File: config.mk
export PLATFORM = sky130hd
export DESIGN_NAME = sync_serial_port
export DESIGN_NICKNAME = d
export VERILOG_FILES = /design/src/rtl/ssp_pkg.sv /design/src/rtl/ssp_shifter.sv /design/src/rtl/ssp_flags.sv /design/src/rtl/sync_serial_port.sv
export SDC_FILE = /design/constraint.sdc
export NUM_CORES = 1
export LEC_CHECK = 0
export CAP_MARGIN = 0
export CORE_UTILIZATION = 55
export DETAILED_ROUTE_END_ITERATION = 10
export PLACE_DENSITY = 0.89
export SLEW_MARGIN = 20
export SYNTH_ARGS = -nofsm -noshare
export SYNTH_HDL_FRONTEND = slang
export SYNTH_SLANG_ARGS = --single-unit
File: constraint.sdc
create_clock -name clk -period 3.93 [get_ports clk]
set_input_delay 0.393 -clock clk [delete_from_list [all_inputs] [get_ports clk]]
set_output_delay 0.393 -clock clk [all_outputs]
set_load 0.01 [all_outputs]
File: src/rtl/ssp_pkg.sv
package ssp_pkg;
    localparam logic [7:0] ADDR_TX   = 8'h94;
    localparam logic [7:0] ADDR_RX   = 8'h95;
    localparam logic [7:0] ADDR_STAT = 8'hAB;
    localparam logic [7:0] ADDR_IEN  = 8'hAC;

    localparam int STAT_BUSY = 0;
    localparam int STAT_DONE = 1;
    localparam int STAT_COL  = 2;

    localparam int IEN_DONE = 0;
    localparam int IEN_COL  = 1;
endpackage

File: src/rtl/ssp_shifter.sv
module ssp_shifter #(
    parameter int DW   = 8,
    parameter int HALF = 2
) (
    input  logic          clk,
    input  logic          rst_n,
    input  logic          start_i,
    input  logic [DW-1:0] load_i,
    input  logic          miso_i,
    output logic          sclk_o,
    output logic          mosi_o,
    output logic          busy_o,
    output logic          done_o,
    output logic [DW-1:0] rx_o
);
    localparam int CW = $clog2(HALF + 1);
    localparam int BW = $clog2(DW);

    typedef struct packed {
        logic [DW-1:0] sh;
        logic          smp;
        logic [CW-1:0] cnt;
        logic [BW-1:0] bitc;
        logic          sclk;
        logic          busy;
    } sh_st_t;

    sh_st_t st_d, st_q;
    logic   phase_end;

    always_comb begin
        st_d      = st_q;
        done_o    = 1'b0;
        rx_o      = {st_q.sh[DW-2:0], miso_i};
        phase_end = (st_q.cnt == CW'(HALF - 1));
        if (start_i && !st_q.busy) begin
            // start: load, clock low, restart divider (cuts any trailing phase)
            st_d.sh   = load_i;
            st_d.busy = 1'b1;
            st_d.cnt  = '0;
            st_d.bitc = '0;
            st_d.sclk = 1'b0;
        end else if (st_q.busy) begin
            if (phase_end) begin
                st_d.cnt = '0;
                if (!st_q.sclk) begin
                    // rising edge: sample
                    st_d.sclk = 1'b1;
                    st_d.smp  = miso_i;
                    if (st_q.bitc == BW'(DW - 1)) begin
                        done_o    = 1'b1;
                        st_d.busy = 1'b0;
                    end
                end else begin
                    // falling edge: shift next bit out
                    st_d.sclk = 1'b0;
                    st_d.sh   = {st_q.sh[DW-2:0], st_q.smp};
                    st_d.bitc = st_q.bitc + 1'b1;
                end
            end else begin
                st_d.cnt = st_q.cnt + 1'b1;
            end
        end else if (st_q.sclk) begin
            // trailing high phase after the last sample
            if (phase_end) begin
                st_d.sclk = 1'b0;
                st_d.cnt  = '0;
            end else begin
                st_d.cnt = st_q.cnt + 1'b1;
            end
        end
    end

    always_ff @(posedge clk or negedge rst_n) begin
        if (!rst_n) st_q <= '0;
        else        st_q <= st_d;
    end

    assign sclk_o = st_q.sclk;
    assign mosi_o = st_q.sh[DW-1];
    assign busy_o = st_q.busy;
endmodule

File: src/rtl/ssp_flags.sv
module ssp_flags (
    input  logic clk,
    input  logic rst_n,
    input  logic stat_rd_i,
    input  logic stat_wr_i,
    input  logic wr_col_bit_i,
    input  logic wr_done_bit_i,
    input  logic tx_wr_i,
    input  logic rx_rd_i,
    input  logic any_acc_i,
    input  logic busy_i,
    input  logic done_evt_i,
    output logic col_o,
    output logic done_o
);
    typedef struct packed {
        logic arm;
        logic rx_seen;
        logic col;
        logic done;
    } fl_st_t;

    fl_st_t fl_d, fl_q;

    always_comb begin
        fl_d = fl_q;
        // armed bit for the read-then-access clear path
        if (stat_rd_i)      fl_d.arm = 1'b1;
        else if (any_acc_i) fl_d.arm = 1'b0;

        if (done_evt_i)   fl_d.rx_seen = 1'b0;
        else if (rx_rd_i) fl_d.rx_seen = 1'b1;

        // collision: clear paths first, set wins
        if ((stat_wr_i && !wr_col_bit_i) || (tx_wr_i && fl_q.arm))
            fl_d.col = 1'b0;
        if (tx_wr_i && busy_i)
            fl_d.col = 1'b1;

        // done: clear paths first, set wins
        if ((stat_wr_i && !wr_done_bit_i && fl_q.rx_seen) || (rx_rd_i && fl_q.arm))
            fl_d.done = 1'b0;
        if (done_evt_i)
            fl_d.done = 1'b1;
    end

    always_ff @(posedge clk or negedge rst_n) begin
        if (!rst_n) fl_q <= '0;
        else        fl_q <= fl_d;
    end

    assign col_o  = fl_q.col;
    assign done_o = fl_q.done;
endmodule

File: src/rtl/sync_serial_port.sv
module sync_serial_port
    import ssp_pkg::*;
#(
    parameter int DW   = 8,
    parameter int HALF = 2
) (
    input  logic          clk,
    input  logic          rst_n,
    input  logic [7:0]    bus_addr,
    input  logic          bus_wr,
    input  logic          bus_rd,
    input  logic [DW-1:0] bus_wdata,
    output logic [DW-1:0] bus_rdata,
    output logic          spi_sclk,
    output logic          spi_mosi,
    input  logic          spi_miso,
    output logic          irq_col,
    output logic          irq_done
);
    typedef struct packed {
        logic [DW-1:0] tx_hold;
        logic [DW-1:0] rxb;
        logic [1:0]    ien;
    } reg_st_t;

    reg_st_t rg_d, rg_q;

    logic          sel_tx, sel_rx, sel_stat, sel_ien;
    logic          tx_wr, rx_rd, stat_rd, stat_wr, ien_wr, any_acc;
    logic          busy, done_evt, col_flag, done_flag;
    logic [DW-1:0] rx_word;

    always_comb begin
        sel_tx   = (bus_addr == ADDR_TX);
        sel_rx   = (bus_addr == ADDR_RX);
        sel_stat = (bus_addr == ADDR_STAT);
        sel_ien  = (bus_addr == ADDR_IEN);
        tx_wr    = bus_wr && sel_tx;
        rx_rd    = bus_rd && sel_rx;
        stat_rd  = bus_rd && sel_stat;
        stat_wr  = bus_wr && sel_stat;
        ien_wr   = bus_wr && sel_ien;
        any_acc  = (bus_rd || bus_wr) && (sel_tx || sel_rx || sel_stat || sel_ien);
    end

    ssp_shifter #(.DW(DW), .HALF(HALF)) u_shift (
        .clk     (clk),
        .rst_n   (rst_n),
        .start_i (tx_wr),
        .load_i  (bus_wdata),
        .miso_i  (spi_miso),
        .sclk_o  (spi_sclk),
        .mosi_o  (spi_mosi),
        .busy_o  (busy),
        .done_o  (done_evt),
        .rx_o    (rx_word)
    );

    ssp_flags u_flags (
        .clk           (clk),
        .rst_n         (rst_n),
        .stat_rd_i     (stat_rd),
        .stat_wr_i     (stat_wr),
        .wr_col_bit_i  (bus_wdata[STAT_COL]),
        .wr_done_bit_i (bus_wdata[STAT_DONE]),
        .tx_wr_i       (tx_wr),
        .rx_rd_i       (rx_rd),
        .any_acc_i     (any_acc),
        .busy_i        (busy),
        .done_evt_i    (done_evt),
        .col_o         (col_flag),
        .done_o        (done_flag)
    );

    always_comb begin
        rg_d = rg_q;
        if (tx_wr)    rg_d.tx_hold = bus_wdata;
        if (done_evt) rg_d.rxb     = rx_word;
        if (ien_wr)   rg_d.ien     = {bus_wdata[IEN_COL], bus_wdata[IEN_DONE]};
    end

    always_ff @(posedge clk or negedge rst_n) begin
        if (!rst_n) rg_q <= '0;
        else        rg_q <= rg_d;
    end

    always_comb begin
        bus_rdata = '0;
        if (sel_tx)        bus_rdata = rg_q.tx_hold;
        else if (sel_rx)   bus_rdata = rg_q.rxb;
        else if (sel_stat) bus_rdata = {{(DW-3){1'b0}}, col_flag, done_flag, busy};
        else if (sel_ien)  bus_rdata = {{(DW-2){1'b0}}, rg_q.ien};
    end

    assign irq_col  = col_flag  && rg_q.ien[1];
    assign irq_done = done_flag && rg_q.ien[0];
endmodule

==> results of run 1 <==
## cell usage in the layout, fill, tap and decap left out, types with 2 or more instances in the layout
| cell | Yosys | routed |
|---|---|---|
| a21oi_1 | 5 | 5 |
| a221o_1 | 7 | 7 |
| a22oi_1 | 2 | 2 |
| and2_1 | 9 | 9 |
| buf_4 | 2 | 3 |
| clkbuf_4 | 0 | 5 |
| clkdlybuf4s50_1 | 0 | 32 |
| dfrtp_1 | 38 | 38 |
| ha_1 | 2 | 2 |
| inv_1 | 3 | 3 |
| mux2_2 | 21 | 21 |
| mux2i_1 | 7 | 7 |
| nand2_1 | 11 | 11 |
| nand2b_1 | 2 | 2 |
| nand3_1 | 2 | 2 |
| nand4_1 | 2 | 2 |
| nand4b_1 | 2 | 2 |
| nor2_1 | 12 | 12 |
| nor2b_1 | 3 | 3 |
| nor3b_4 | 2 | 2 |
| o211ai_1 | 3 | 3 |
| o21ai_0 | 8 | 8 |
## layout make-up
class,count,area [µm²]
flip-flops and latches,38,951
fillers,252,846
multi-input cells,114,887
repair buffers,35,343
well taps,44,55.1
clock buffers,7,55.1
inverters,3,11.3
clock inverters,1,5.00
## path summary, 6_finish.rpt
path / startpoint / endpoint / slack [ns] / cells past startpoint
worst min-delay path: rst_n / rg_q[6] / 0.45 / 2
max in group asynchronous: rst_n / rg_q[4] / 3.16 / 2
worst min register to register: rg_q[4] / rg_q[4] / 0.51 / 1
min in group clk: rg_q[4] / rg_q[4] / 0.51 / 1
worst max register to register: u_shift.busy_o / u_shift.mosi_o / 1.85 / 4
worst max-delay path: bus_addr[7] / bus_rdata[0] / 1.07 / 5
## critical path, delay by kind of cell
kind	cells	cell delay, ns
buffers and inverters	2	1.06
and+or+nand+nor	2	0.68
AOI/OAI and AO/OA	1	0.34
## logic make-up after synthesis
family,Yosys count,synth area share
flip-flops,38,0.503
buffers and inverters,9,0.0278
multiplexers,28,0.162
adder cells (fa/ha/maj),2,0.0132
AO/OA/AOI/OAI,29,0.113
AND/OR/NAND/NOR,54,0.177
XOR/XNOR,1,0.00463
## metrics by stage
stage                     std cells  instance area (µm²)  setup WS [ns]
after CTS                       242                 2310           1.08
final                           242                 2310           1.07
after global routing            242                 2310           1.01
after global placement          234                 2250           1.21
after detailed placement        234                 2250           1.08
after floorplan                 161                 1890           2.35
## state kept, by name, summed over array words and instances (netlist names)
signal          count
u_flags.done_o      1
u_shift.sclk_o      1
u_shift.rx_o        7
rg_q               18
u_flags.col_o       1
u_shift.mosi_o      1
u_flags.fl_q        2
u_shift.busy_o      1
u_shift.st_q        6
## metal layers
layer	track usage	up-vias	part of all wire
met5	0	-	0
met4	0.101	0	0.013
met3	0.0725	7	0.048
met2	0.436	49	0.50
li1	-	658	-
met1	0.340	714	0.44
## Yosys cell counts
| cell type | number | area, µm² |
|---|---|---|
| o31ai_1 | 1 | 7.51 |
| a31oi_1 | 1 | 6.26 |
| buf_6 | 1 | 11.3 |
| nand2_1 | 11 | 41.3 |
| o21ai_0 | 8 | 40.0 |
| nand4bb_1 | 1 | 11.3 |
| a32o_1 | 1 | 10.0 |
| nor2_1 | 12 | 45.0 |
| a21oi_4 | 1 | 16.3 |
| or4b_1 | 1 | 10.0 |
| buf_4 | 2 | 15.0 |
| nor3b_4 | 2 | 37.5 |
| nand4b_1 | 2 | 17.5 |
| nand3_1 | 2 | 10.0 |
| mux2i_1 | 7 | 70.1 |
| nor2b_1 | 3 | 18.8 |
| mux2_2 | 21 | 236 |
| and4_1 | 1 | 8.76 |
| nand4_1 | 2 | 12.5 |
| or3_1 | 1 | 6.26 |
| ha_1 | 2 | 25.0 |
| a22oi_1 | 2 | 15.0 |
| a21oi_1 | 5 | 25.0 |
| buf_2 | 3 | 15.0 |
| and3_1 | 1 | 6.26 |
| dfrtp_1 | 38 | 951 |
| o211ai_1 | 3 | 22.5 |
| xnor2_1 | 1 | 8.76 |
| a221o_1 | 7 | 70.1 |
| inv_1 | 3 | 11.3 |
| nor3_1 | 1 | 5.00 |
| nand2b_1 | 2 | 12.5 |
| and2_1 | 9 | 56.3 |
| nor3_4 | 1 | 16.3 |
| nor4_2 | 1 | 12.5 |
| nand2_2 | 1 | 6.26 |
## report_power, final
group	switching, µW	internal, µW
combinational	156	186
sequential	96.1	509
clock	128	86.8
==> metrics.yaml, run 1 <==
outcome:
  outcome: "complete, no violations"
timing:
  setup_violations: 0
  hold_viol_final: 0
  tightest_slew_ns: 0.633
  slew-limit-headroom: 0.578
  fin_crit_sh: 0.729
  setup_tns_ns: 0
  fin_skew_ns: 0.00634
  holdWs_ns: 0.454
  fin_crit_ns: 2.86
  rsz0062_at_grt: "no"
  slew_viol_final: 0
  clock.fmax_mhz: 349
clock_tree:
  clock-sinks: 38
  h-tree-depth: 2
  root_buffer: "clkbuf_4"
  clk_latency_ns: 0.34
  cts.reportedPaths.clkPinSlew_ns: 0.11
  cts_tree: "yes"
  clock_path_buffers: 2
  hold_buffers: 0
  numCtsBuffers: 5
  post_cts_buffers: 0
  cts_resized: 0
layout:
  fin_nets: 220
  final_util: 0.732
  area_delta_synth_final_pct: 22.0
  antennaDiodeCount: 0
  drive_gt1_frac: 0.187
critical_path:
  slowest_delay_ns: 0.59
  path_cells: "clkdlybuf4s50_1 -> nor2b_1 -> nand3_1 -> o211ai_1 -> clkdlybuf4s50_1"
  slowest_stage: "clkdlybuf4s50_1"
  crit_type: "in -> out"
  cp.arrival_ns: 2.47
  cp_common_cell: "clkdlybuf4s50_1"
  end_kind: "output pin"
  startpoint_type: "primary input"
  crit_fanout: 8
  required_ns: 3.54
synth:
  syn_inst: 161
  ys_seq_elements: 38
  ys_types: 36
  synth_area_mm2: 0.00189
  syn-mean-instance-area_um2: 11.7
  yosysWarnings: 0
  yosysSeqAreaShare: 0.503
  syn_nets: 184
grt:
  grt_pass1_wl_um: 6910
  grt_max_degree: 39
  grt_pass1_vias: 1474
  overflow: 0
  grt_util_all_layers: 0.267
  antenna_found_initial: 0
die:
  core_area_mm2: 0.00315
  pin_count: 33
  die-height_um: 60.6
  fp-row-count: 20
  dieArea_mm2: 0.00368
  dieWidth_um: 60.6
  floorplan.initialDensity: 0.600
drt:
  drcViolationCount: 0
  drt_iter0_drc: 75
  viasPerCell: 5.90
  routed_wl_um: 4210
  wl_per_cell_um: 17.4
  num_vias: 1428
  drt_first_pass_iters: 5
  final_antenna_net_count: 0
pwr:
  finalPower_uw: 1160
  peakVddDrop_v: 0.000319
  powerDensity_mw_per_mm2: 504
  p_leak_uw: 0.00101
place:
  port-buffer-count: 32
  dp_hpwl_um: 3020
  place_congestion: 0.799
hold_path:
  hp-class: "in -> async"
job:
  max_cap_viol_count: 0
Power figures use the tool's default switching activity.
==> run 2: changes to the inputs <==
Settings changed: CORE_UTILIZATION 55 to 52, PLACE_DENSITY 0.89 to 0.85.
Clock period 3.93 ns to 2.75 ns, I/O delays scaled along.
==> metrics.yaml, run 2 (synthesized netlist as in run 1, its figures left out) <==
clock_tree:
  cts.reportedPaths.clkPinSlew_ns: 0.11
  clk_latency_ns: 0.34
  clock-sinks: 38
  h-tree-depth: 2
  hold_buffers: 0
  post_cts_buffers: 0
  root_buffer: "clkbuf_4"
  cts_tree: "yes"
  numCtsBuffers: 5
  cts_resized: 0
  clock_path_buffers: 2
place:
  port-buffer-count: 32
  place_ws_ns: 0.175
  dp_hpwl_um: 3020
  place_congestion: 0.870
die:
  dieWidth_um: 62.3
  core_area_mm2: 0.00342
  pin_count: 33
  die-height_um: 62.3
  dieArea_mm2: 0.00388
  fp-row-count: 21
  floorplan.initialDensity: 0.553
drt:
  viasPerCell: 5.81
  num_vias: 1429
  drt_first_pass_iters: 4
  drt_iter0_drc: 101
  wl_per_cell_um: 17.3
  final_antenna_net_count: 0
  routed_wl_um: 4260
  drcViolationCount: 0
timing:
  worst_slack_ns: 0.158
  setup_tns_ns: 0
  hold_viol_final: 0
  fin_crit_sh: 0.943
  slew-limit-headroom: 0.686
  fin_crit_ns: 2.59
  rsz0062_at_grt: "no"
  holdWs_ns: 0.341
  fin_skew_ns: 0.00737
  clock.fmax_mhz: 386
  slew_viol_final: 0
  setup_violations: 0
  tightest_slew_ns: 0.471
critical_path:
  startpoint_type: "primary input"
  required_ns: 2.48
  timing.rr.end: "u_shift.rx_o[6]"
  crit_fanout: 8
  cp.arrival_ns: 2.32
  r2r_cells: 5
  end_kind: "output pin"
  crit_type: "in -> out"
  ff2ff_setup_slack_ns: 0.82
  r2r-start: "u_shift.busy_o"
outcome:
  outcome: "complete, no violations"
grt:
  antenna_found_initial: 0
  grt_pass1_wl_um: 7460
  grt_max_degree: 39
  overflow: 0
  grt_pass1_vias: 1589
  grt_util_all_layers: 0.251
layout:
  nFillCells: 271
  area_delta_synth_final_pct: 24.0
  top_register: "rg_q"
  drive_gt1_frac: 0.200
  layout_commonest_cell: "dfrtp_1"
  fin_nets: 222
  antennaDiodeCount: 0
  layout_common_cells: "38 x dfrtp_1, 32 x clkdlybuf4s50_1, 21 x mux2_2"
  largest_register_ffs: 18
pwr:
  powerDensity_mw_per_mm2: 735
  peakVddDrop_v: 0.000385
  p_leak_uw: 0.00103
job:
  max_cap_viol_count: 0
hold_path:
  hp-class: "in -> async"
## run 2: through the flow
stage,cells,total power (µW),instance area (µm²),utilization
2_1_floorplan,161,1190,1890,-
3_3_place_gp,238,1330,2260,0.663
3_5_place_dp,238,1370,2260,0.663
4_1_cts,246,1730,2340,0.686
5_1_grt,246,1830,2340,0.686
6_report,246,1720,2340,0.686
## run 2: worst max path at each step
| stage | from | to | slack [ns] | depth (start not counted) |
|---|---|---|---|---|
| CTS | bus_addr[4] | bus_rdata[1] | 0.16 | 5 |
| finish | bus_addr[4] | bus_rdata[1] | 0.16 | 5 |
| global route | bus_addr[4] | bus_rdata[1] | 0.04 | 5 |
| global placement | bus_addr[4] | bus_rdata[1] | 0.29 | 5 |
| detailed placement | bus_addr[4] | bus_rdata[1] | 0.17 | 5 |
| floorplan | u_shift.busy_o | u_shift.mosi_o | 1.17 | 5 |
## run 2: area by class of cell
cell class,instances,area (µm²),share of cell area
Sequential cell,38,951,0.406
Multi-Input combinational cell,114,887,0.379
Inverter,3,11.3,0.00481
Timing Repair Buffer,37,358,0.153
Clock buffer,8,78.8,0.0336
Tap cell,46,57.6,0.0246
## run 2: report_power, final
part	switching, µW	total, µW	internal, µW
registers	140	867	727
clock network	181	356	175
logic	228	499	271
total	550	1720	1170
## run 2: layer usage
layer / GRT usage / vias up / part of all wire
met1: 0.319 / 708 / 0.45
met4: 0.137 / 0 / 0.020
met5: 0 / - / 0
li1: - / 668 / -
met2: 0.405 / 41 / 0.49
met3: 0.0478 / 12 / 0.039
## run 2: worst max-delay path, stage by stage
cell             delay [ns]
clkdlybuf4s50_1        0.55
nor3b_4                0.29
nand3_1                0.33
o211ai_1               0.30
clkdlybuf4s50_1        0.57
==> run 3: changes to the inputs <==
Settings changed: CORE_MARGIN set to 4, CTS_CLUSTER_DIAMETER set to 100.
==> metrics.yaml, run 3 (synthesized netlist as in run 1, its figures left out) <==
clock_tree:
  cts.reportedPaths.clkPinSlew_ns: 0.11
  clock-sinks: 38
  clock_path_buffers: 2
  h-tree-depth: 2
  clk_latency_ns: 0.35
  numCtsBuffers: 5
  hold_buffers: 0
  post_cts_buffers: 0
  cts_tree: "yes"
  cts_resized: 0
  root_buffer: "clkbuf_4"
timing:
  fin_crit_sh: 0.928
  slew-limit-headroom: 0.685
  fin_crit_ns: 2.55
  hold_viol_final: 0
  clock.fmax_mhz: 392
  setup_tns_ns: 0
  fin_skew_ns: 0.00815
  slew_viol_final: 0
  tightest_slew_ns: 0.473
  setup_violations: 0
  rsz0062_at_grt: "no"
  worst_slack_ns: 0.199
pwr:
  p_leak_uw: 0.00102
  p_sw_frac: 0.325
  pwr-share-seq: 0.519
  p_int_uw: 1120
  p_sw_uw: 541
  peakVddDrop_v: 0.000370
  pwr-share-comb: 0.298
  clkPwrFrac: 0.183
  powerDensity_mw_per_mm2: 715
die:
  fp-row-count: 21
  pin_count: 33
  dieArea_mm2: 0.00466
  die-height_um: 68.3
  dieWidth_um: 68.3
  floorplan.initialDensity: 0.553
  core_area_mm2: 0.00342
layout:
  top_register: "rg_q"
  antennaDiodeCount: 0
  layout_commonest_cell: "dfrtp_1"
  largest_register_ffs: 18
  nFillCells: 257
  area_delta_synth_final_pct: 23.0
  fin_nets: 222
  drive_gt1_frac: 0.195
  layout_common_cells: "38 x dfrtp_1, 32 x clkdlybuf4s50_1, 21 x mux2_2"
  final-seq-area_um2: 951
  multi_input_area_um2: 887
drt:
  routed_wl_um: 4350
  wl_per_cell_um: 17.7
  drt_iter0_drc: 75
  viasPerCell: 5.86
  drcViolationCount: 0
  num_vias: 1442
  drt_first_pass_iters: 4
  final_antenna_net_count: 0
critical_path:
  r2r_cells: 5
  cp.arrival_ns: 2.28
  required_ns: 2.48
  crit_type: "in -> out"
  startpoint_type: "primary input"
  end_kind: "output pin"
  crit_fanout: 8
grt:
  overflow: 0
  antenna_found_initial: 0
  grt_pass1_wl_um: 6910
  grt_pass1_vias: 1512
  grt_max_degree: 39
  grt_util_all_layers: 0.208
job:
  max_cap_viol_count: 0
hold_path:
  hp-class: "in -> async"
place:
  place_ws_ns: 0.203
  port-buffer-count: 32
  place_congestion: 0.938
  dp_hpwl_um: 3130
outcome:
  outcome: "complete, no violations"
==> run 3: worst max-delay path: stages <==
cell and delay [ns]:
clkdlybuf4s50_1 0.54, nor3b_4 0.28, nand3_1 0.33, o211ai_1 0.28
clkdlybuf4s50_1 0.57
==> run 3: power by group through the flow <==
stage          combinational (µW)  clock, µW  sequential (µW)
6_report                      495        304              863
4_1_cts                       500        318              862
3_5_place_dp                  496          0              874
3_3_place_gp                  474          0              855
2_1_floorplan                 368          0              824
5_1_grt                       552        345              884
==> run 3: layer usage <==
layer	up-vias	share of wire	global-route usage	wire length, µm
met5	-	0	0	0
met4	0	0.020	0.0893	87
met3	12	0.064	0.0591	280
met2	66	0.49	0.353	2140
met1	704	0.42	0.246	1840
li1	660	-	-	-
==> run 3: path summary, 6_finish.rpt <==
path | to | slack (ns) | from
setup / recovery | bus_rdata[0] | 0.20 | bus_addr[4]
hold / removal | u_shift.st_q[2] | 0.34 | rst_n
setup reg to reg | u_shift.rx_o[6] | 0.85 | u_shift.busy_o
hold reg to reg | rg_q[10] | 0.52 | rg_q[10]
max in group asynchronous | u_shift.rx_o[1] | 2.08 | rst_n
min in group clk | rg_q[10] | 0.52 | rg_q[10]
==> run 3: through the flow <==
step,util,cells,total power [µW],hold WS [ns],instance area (µm²)
4_1_cts,0.681,246,1680,0.333,2320
2_1_floorplan,-,161,1190,-0.0206,1890
6_report,0.681,246,1660,0.337,2320
3_5_place_dp,0.663,238,1370,0.497,2260
5_1_grt,0.681,246,1780,0.366,2320
3_3_place_gp,0.663,238,1330,0.489,2260
==> run 3: area by class of cell <==
type	instances	area share
timing repair buffer	37	0.154
clock inverter	1	0.00215
tap	46	0.0248
clock buffer	7	0.0237
inverter	3	0.00484
sequential	38	0.409
multi-input combinational	114	0.382
